File: config.mk
export PLATFORM = sky130hd
export DESIGN_NAME = capstream_resync
export DESIGN_NICKNAME = d
export VERILOG_FILES = /design/src/rtl/resync_pkg.sv /design/src/rtl/resync_remain.sv /design/src/rtl/resync_irq.sv /design/src/rtl/resync_outreg.sv /design/src/rtl/capstream_resync.sv
export SDC_FILE = /design/constraint.sdc
export NUM_CORES = 1
export LEC_CHECK = 0
export BUFFER_PORTS_ARGS = -buffer_cell sky130_fd_sc_hd__buf_2
export CAP_MARGIN = 20
export CORE_MARGIN = 2
export CORE_UTILIZATION = 43
export DETAILED_ROUTE_END_ITERATION = 10
export PLACE_DENSITY = 0.84
export SLEW_MARGIN = 40
export SYNTH_ARGS = -nofsm -noshare
export SYNTH_HDL_FRONTEND = slang
export SYNTH_SLANG_ARGS = --single-unit
export TNS_END_PERCENT = 30
File: constraint.sdc
create_clock -name clk -period 1.6 [get_ports clk]
set_input_delay 0.32 -clock clk [delete_from_list [all_inputs] [get_ports clk]]
set_output_delay 0.32 -clock clk [all_outputs]
set_load 0.02 [all_outputs]
File: src/rtl/resync_pkg.sv
package resync_pkg;

  typedef enum logic [2:0] {
    ST_FETCH      = 3'd0,
    ST_XFER       = 3'd1,
    ST_EOL_WAIT   = 3'd2,
    ST_FIELD_WAIT = 3'd3,
    ST_SKIP_LINE  = 3'd4,
    ST_SKIP_FIELD = 3'd5
  } rs_state_t;

  localparam logic [1:0] TAG_DATA = 2'b00;
  localparam logic [1:0] TAG_EOL  = 2'b01;
  localparam logic [1:0] OP_SYNC  = 2'b01;

  // status 01 -> even end (tag 10), status 10 -> odd end (tag 11)
  function automatic logic [1:0] field_tag_of(input logic [1:0] status);
    return {1'b1, status[1]};
  endfunction

  function automatic logic is_field_end(input logic [1:0] tag);
    return tag[1];
  endfunction

endpackage

File: src/rtl/resync_remain.sv
module resync_remain #(
  parameter int CNT_W = 12
) (
  input  logic             clk,
  input  logic             rst,
  input  logic             load,
  input  logic [CNT_W-1:0] load_val,
  input  logic             dec,
  output logic             last
);
  logic [CNT_W-1:0] left_q;

  always_ff @(posedge clk) begin
    if (rst)       left_q <= '0;
    else if (load) left_q <= load_val;
    else if (dec)  left_q <= left_q - 1'b1;
  end

  assign last = (left_q == CNT_W'(1));
endmodule

File: src/rtl/resync_irq.sv
module resync_irq (
  input  logic clk,
  input  logic rst,
  input  logic set,
  input  logic clr,
  output logic flag
);
  always_ff @(posedge clk) begin
    if (rst)      flag <= 1'b0;
    else if (set) flag <= 1'b1;
    else if (clr) flag <= 1'b0;
  end
endmodule

File: src/rtl/resync_outreg.sv
module resync_outreg #(
  parameter int DATA_W = 32
) (
  input  logic              clk,
  input  logic              rst,
  input  logic              push,
  input  logic [DATA_W-1:0] push_data,
  input  logic              out_ready,
  output logic              out_valid,
  output logic [DATA_W-1:0] out_data,
  output logic              free
);
  assign free = !out_valid || out_ready;

  always_ff @(posedge clk) begin
    if (rst)       out_valid <= 1'b0;
    else if (free) out_valid <= push;
  end

  always_ff @(posedge clk) begin
    if (free && push) out_data <= push_data;
  end
endmodule

File: src/rtl/capstream_resync.sv
module capstream_resync
  import resync_pkg::*;
#(
  parameter int DATA_W = 32,
  parameter int CNT_W  = 12,
  localparam int INS_W = CNT_W + 5
) (
  input  logic              clk,
  input  logic              rst,
  input  logic              ins_valid,
  output logic              ins_ready,
  input  logic [INS_W-1:0]  ins_word,
  input  logic              fifo_valid,
  output logic              fifo_ready,
  input  logic [DATA_W-1:0] fifo_data,
  input  logic [1:0]        fifo_tag,
  output logic              wr_valid,
  input  logic              wr_ready,
  output logic [DATA_W-1:0] wr_data,
  input  logic              irq_clear,
  output logic              irq_resync
);
  localparam int OP_HI  = INS_W - 1;
  localparam int CNT_HI = INS_W - 3;

  rs_state_t state_q, state_d;
  logic      eol_q, eol_d;
  logic [1:0] exp_q, exp_d;

  logic [1:0]       in_op;
  logic [CNT_W-1:0] in_cnt;
  logic             in_eol, in_sync;
  logic [1:0]       in_tag;

  logic out_free, ins_fire, fifo_fire;
  logic push, cnt_load, cnt_dec, cnt_last, irq_set;

  assign in_op   = ins_word[OP_HI -: 2];
  assign in_cnt  = ins_word[CNT_HI -: CNT_W];
  assign in_eol  = ins_word[2];
  assign in_sync = (in_op == OP_SYNC);
  assign in_tag  = field_tag_of(ins_word[1:0]);

  assign ins_ready  = (state_q == ST_FETCH) || (state_q == ST_SKIP_LINE) ||
                      (state_q == ST_SKIP_FIELD);
  assign fifo_ready = ((state_q == ST_XFER) && out_free) ||
                      (state_q == ST_EOL_WAIT) || (state_q == ST_FIELD_WAIT);
  assign ins_fire   = ins_valid && ins_ready;
  assign fifo_fire  = fifo_valid && fifo_ready;

  always_comb begin
    state_d  = state_q;
    eol_d    = eol_q;
    exp_d    = exp_q;
    push     = 1'b0;
    cnt_load = 1'b0;
    cnt_dec  = 1'b0;
    irq_set  = 1'b0;
    unique case (state_q)
      ST_FETCH: if (ins_fire) begin
        if (in_sync) begin
          exp_d   = in_tag;
          state_d = ST_FIELD_WAIT;
        end else begin
          eol_d = in_eol;
          if (in_cnt != '0) begin
            cnt_load = 1'b1;
            state_d  = ST_XFER;
          end else begin
            state_d = in_eol ? ST_EOL_WAIT : ST_FETCH;
          end
        end
      end
      ST_XFER: if (fifo_fire) begin
        if (fifo_tag == TAG_DATA) begin
          push    = 1'b1;
          cnt_dec = 1'b1;
          if (cnt_last) state_d = eol_q ? ST_EOL_WAIT : ST_FETCH;
        end else if (is_field_end(fifo_tag)) begin
          irq_set = 1'b1;
          exp_d   = fifo_tag;
          state_d = ST_SKIP_FIELD;
        end else begin
          irq_set = 1'b1;
          state_d = eol_q ? ST_FETCH : ST_SKIP_LINE;
        end
      end
      ST_EOL_WAIT: if (fifo_fire) begin
        if (fifo_tag == TAG_EOL) begin
          state_d = ST_FETCH;
        end else if (is_field_end(fifo_tag)) begin
          irq_set = 1'b1;
          exp_d   = fifo_tag;
          state_d = ST_SKIP_FIELD;
        end else begin
          irq_set = 1'b1;
        end
      end
      ST_FIELD_WAIT: if (fifo_fire) begin
        if (fifo_tag == exp_q) state_d = ST_FETCH;
        else                   irq_set = 1'b1;
      end
      ST_SKIP_LINE: if (ins_fire) begin
        if (in_sync) begin
          exp_d   = in_tag;
          state_d = ST_FIELD_WAIT;
        end else if (in_eol) begin
          state_d = ST_FETCH;
        end
      end
      ST_SKIP_FIELD: if (ins_fire && in_sync && (in_tag == exp_q)) begin
        state_d = ST_FETCH;
      end
      default: state_d = ST_FETCH;
    endcase
  end

  always_ff @(posedge clk) begin
    if (rst) begin
      state_q <= ST_FETCH;
      eol_q   <= 1'b0;
      exp_q   <= 2'b10;
    end else begin
      state_q <= state_d;
      eol_q   <= eol_d;
      exp_q   <= exp_d;
    end
  end

  resync_remain #(.CNT_W(CNT_W)) u_remain (
    .clk      (clk),
    .rst      (rst),
    .load     (cnt_load),
    .load_val (in_cnt),
    .dec      (cnt_dec),
    .last     (cnt_last)
  );

  resync_outreg #(.DATA_W(DATA_W)) u_out (
    .clk       (clk),
    .rst       (rst),
    .push      (push),
    .push_data (fifo_data),
    .out_ready (wr_ready),
    .out_valid (wr_valid),
    .out_data  (wr_data),
    .free      (out_free)
  );

  resync_irq u_irq (
    .clk  (clk),
    .rst  (rst),
    .set  (irq_set),
    .clr  (irq_clear),
    .flag (irq_resync)
  );
endmodule

==> impl_metrics.csv <==
group,metric,value,unit
status,status,"complete, but fails checks",
status,violations,"setup timing",
grt,grt_pass1_vias,1970,
timing,clock.fmax,0.6084,GHz
synthesis,syn-mean-instance-area,11.13,um^2
detailed_routing,post_drt_via_cell_ratio,5.271,
finish,syn_to_final_growth,41.94,%
grt,grt_overflow,0,
setup_path,cpPeakStageDelay,0.57,ns
power,p_int,2.903,mW
detailed_routing,drc,0,
finish,nFillCells,448,
die,coreArea,5107,um^2
timing,holdWs,0.1934,ns
timing,final.setup_skew,0.01330,ns
power,p_seq_frac,0.389,
synthesis,synth_fa_ha_area_frac,0.01096,
setup_path,r2r_setup_slack,-0.04,ns
worst_hold_path,holdPathEnd,"u_out.out_data[31]",
setup_path,regToRegEndpoint,"state_q[2]",
setup_path,worstPathCellList,"or4_4, nor2_4, a41o_1, buf_4, nand4_1, a21oi_1",
die,io_pins,93,
synthesis,synth_common_cells,"32 x edfxtp_1, 21 x nor2_1, 19 x dfxtp_1",
synthesis,synth_compound_area_frac,0.1595,
synthesis,synth_fp_nets,264,
clock_tree,clk_pin_slew,0.10,ns
detailed_routing,wl_per_cell,14.47,um
finish,multi_input_area,919.6,um^2
timing,setup_ws,-0.04379,ns
synthesis,synth-main-ff-cell,"edfxtp_1",
setup_path,worst-r2r-cell-count,6,
setup_path,arrival,1.87,ns
placed_design,hpwl,4330,um
grt,grtUsageTotal,0.1917,
detailed_routing,drtIter0Drc,169,
synthesis,synth_area,2282,um^2
placed_design,gp_congestion,0.8561,
worst_hold_path,hp-class,"in -> reg",
detailed_routing,route.met2.wl,2745,um
power,power_leakage,1.350,nW
clock_tree,clock_path_buffers,2,
clock_tree,root_buffer,"clkbuf_8",
power,p_switching,1.464,mW
timing,finalCritPeriodShare,1.027,
synthesis,synthXorXnorAreaFrac,0.02303,
setup_path,crit_family,"simple AND/OR/NAND/NOR gates",
grt,grt_max_degree,20,
power,powerDensity,1348,nW/um^2
setup_path,cp_slowest_cell,"or4_4",
setup_path,critPathMaxFanout,3,
synthesis,synth_cell_types,50,
synthesis,synthCells,205,
placed_design,portBuffers,91,
synthesis,yosys.area_share.simple,0.1804,
setup_path,cp.required,1.83,ns
detailed_routing,drt-total-wl,5761,um
power,power_switching_share,0.3353,
synthesis,async_reset_ff_frac,0,
finish,fin_nets,386,
synthesis,netlist_top_cells_area,"edfxtp_1 42%, dfxtp_1 17%, nor2_1 3.5%, a21oi_1 3.3%, nand2_1 2.8%",
power,irDropWorstVdd,0.0006627,V
detailed_routing,dr_wl_met3,497,um
timing,hold_viol_final,0,
worst_hold_path,min_from,"fifo_data[31]",
clock_tree,htreeDepth,2,
finish,drive_gt1_frac,0.4665,
synthesis,synth.mux.area_fraction,0.004386,
setup_path,worst-path-buf-inv,1,
finish,register_area,1351,um^2
synthesis,synth_top_area_frac,0.4211,
timing,maxSlewViolCount,0,
setup_path,end_kind,"flop",
die,start_util,0.4468,
timing,tns,-0.08326,ns
worst_hold_path,hold_depth,1,
clock_tree,cts_tree,"done",
detailed_routing,maxUsedRoutingLayer,"met4",
die,num_rows,26,
power,power_frac_comb,0.409,
timing,tightestPinTransition,0.4712,ns
detailed_routing,wirelength_met1,2428,um
detailed_routing,drt-pass1-iter-count,5,
detailed_routing,dr_total_vias,2098,
setup_path,r2r_start,"u_remain.left_q[8]",
detailed_routing,ant_nets,0,
finish,n_antenna_cell,0,
setup_path,crit_type,"reg -> reg",
clock_tree,cts_sinks,51,
die,dieArea,5906,um^2
die,die_w,76.85,um
synthesis,yosysTopAreaCell,"edfxtp_1",
timing,max_slew_margin,0.6834,
synthesis,yosysWarnings,0,
run,max_cap_violations,0,
synthesis,synth_edf_count,32,
synthesis,ys_seq_elements,51,
grt,antenna_found_initial,0,
power,clockPowerShare,0.201,
setup_path,startpoint_type,"flop",
synthesis,synth_most_common_cell,"edfxtp_1",
timing,finalSetupViolations,4,
grt,grt_pass1_wl,9114,um
die,die_y,76.85,um
clock_tree,clk_latency,0.31,ns
timing,period_needed,1.644,ns
timing,rsz0062_at_grt,"yes",
clock_tree,cts_buffers,5,
synthesis,synth_top_family_by_area,"simple AND/OR/NAND/NOR gates",
synthesis,synth_seq_area_share,0.5877,
[cells by family after synthesis]
kind of cell               after synthesis
DFF                                     51
and+or+nand+nor                         76
muxes                                    1
AOI/OAI and AO/OA                       53
adders and majority gates                2
buffers and inverters                   16
xor gates and xnor gates                 6
[area by class of cell]
type                            instances  share of cell area
Clock buffer                            5             0.02124
Clock inverter                          3             0.01352
Multi-Input combinational cell        138              0.2839
Sequential cell                        51              0.4172
Tap cell                               70             0.02704
Inverter                                7            0.008884
Timing Repair Buffer                  124              0.2283
[flip-flops by register name, indices dropped and copies added, names as in the netlist]
signal           flops
exp_q                1
u_out.out_data      32
state_q              3
u_irq.flag           1
u_out.out_valid      1
eol_q                1
u_remain.left_q     12
[metrics by stage]
step	setup slack (ns)	cell area, um^2	total power [mW]	std cells	utilization
6_report	-0.04379	3239	4.367	398	0.6342
5_1_grt	-0.1337	3239	4.606	398	0.6342
4_1_cts	-0.02377	3166	4.252	396	0.6198
3_5_place_dp	-0.1239	3013	3.285	386	0.5899
3_3_place_gp	-0.06116	3013	3.241	386	0.5899
2_1_floorplan	0.01372	2303	2.702	205	-
[routing by layer]
| layer | GRT usage | vias up |
|---|---|---|
| met3 | 0.03882 | 10 |
| met1 | 0.2444 | 947 |
| li1 | - | 1018 |
| met5 | 0 | - |
| met2 | 0.3316 | 123 |
| met4 | 0.05091 | 0 |
[repair_timing]
action | 4_1_cts | 5_1_grt
setup buffers | 2 | 2
gates resized for setup | 8 | 14
cloned | 0 | 0
endpoints found under the setup margin | 31 | 18
hold endpoints to repair | 0 | 0
hold buffers | 0 | 0
pin swaps | 6 | 10
[worst max path at each step]
stage	start	slack [ns]	end	cells past startpoint
2_1_floorplan	state_q[2]	0.01	u_remain.left_q[0]	8
3_3_place_gp	state_q[0]	-0.06	state_q[0]	5
3_5_place_dp	state_q[0]	-0.12	exp_q[0]	6
4_1_cts	u_remain.left_q[8]	-0.02	u_remain.left_q[11]	5
5_1_grt	state_q[0]	-0.13	state_q[2]	6
6_report	u_remain.left_q[8]	-0.04	state_q[2]	6
[layout by cell type, fill, tap and decap left out, types with 3 or more instances in the layout]
master and n:
a211oi_1 3, a21oi_1 14, a31oi_1 5, buf_2 91, buf_4 28, buf_6 3, clkbuf_8 5, dfxtp_1 15
edfxtp_1 32, inv_1 6, nand2_1 17, nand3_1 7, nor2_1 21, nor2b_1 4, nor3_1 6, nor4_1 3
o21ai_0 6, xnor2_1 3, xor2_1 3
[power by group through the flow]
stage               Sequential [mW]  Combinational, mW  Clock (mW)
floorplan                      1.70              0.999           0
global placement               1.69               1.55           0
detailed placement             1.70               1.59           0
CTS                            1.68               1.67       0.902
global route                   1.72               1.94       0.952
finish                         1.70               1.79       0.879
Power figures use the tool's default switching activity.
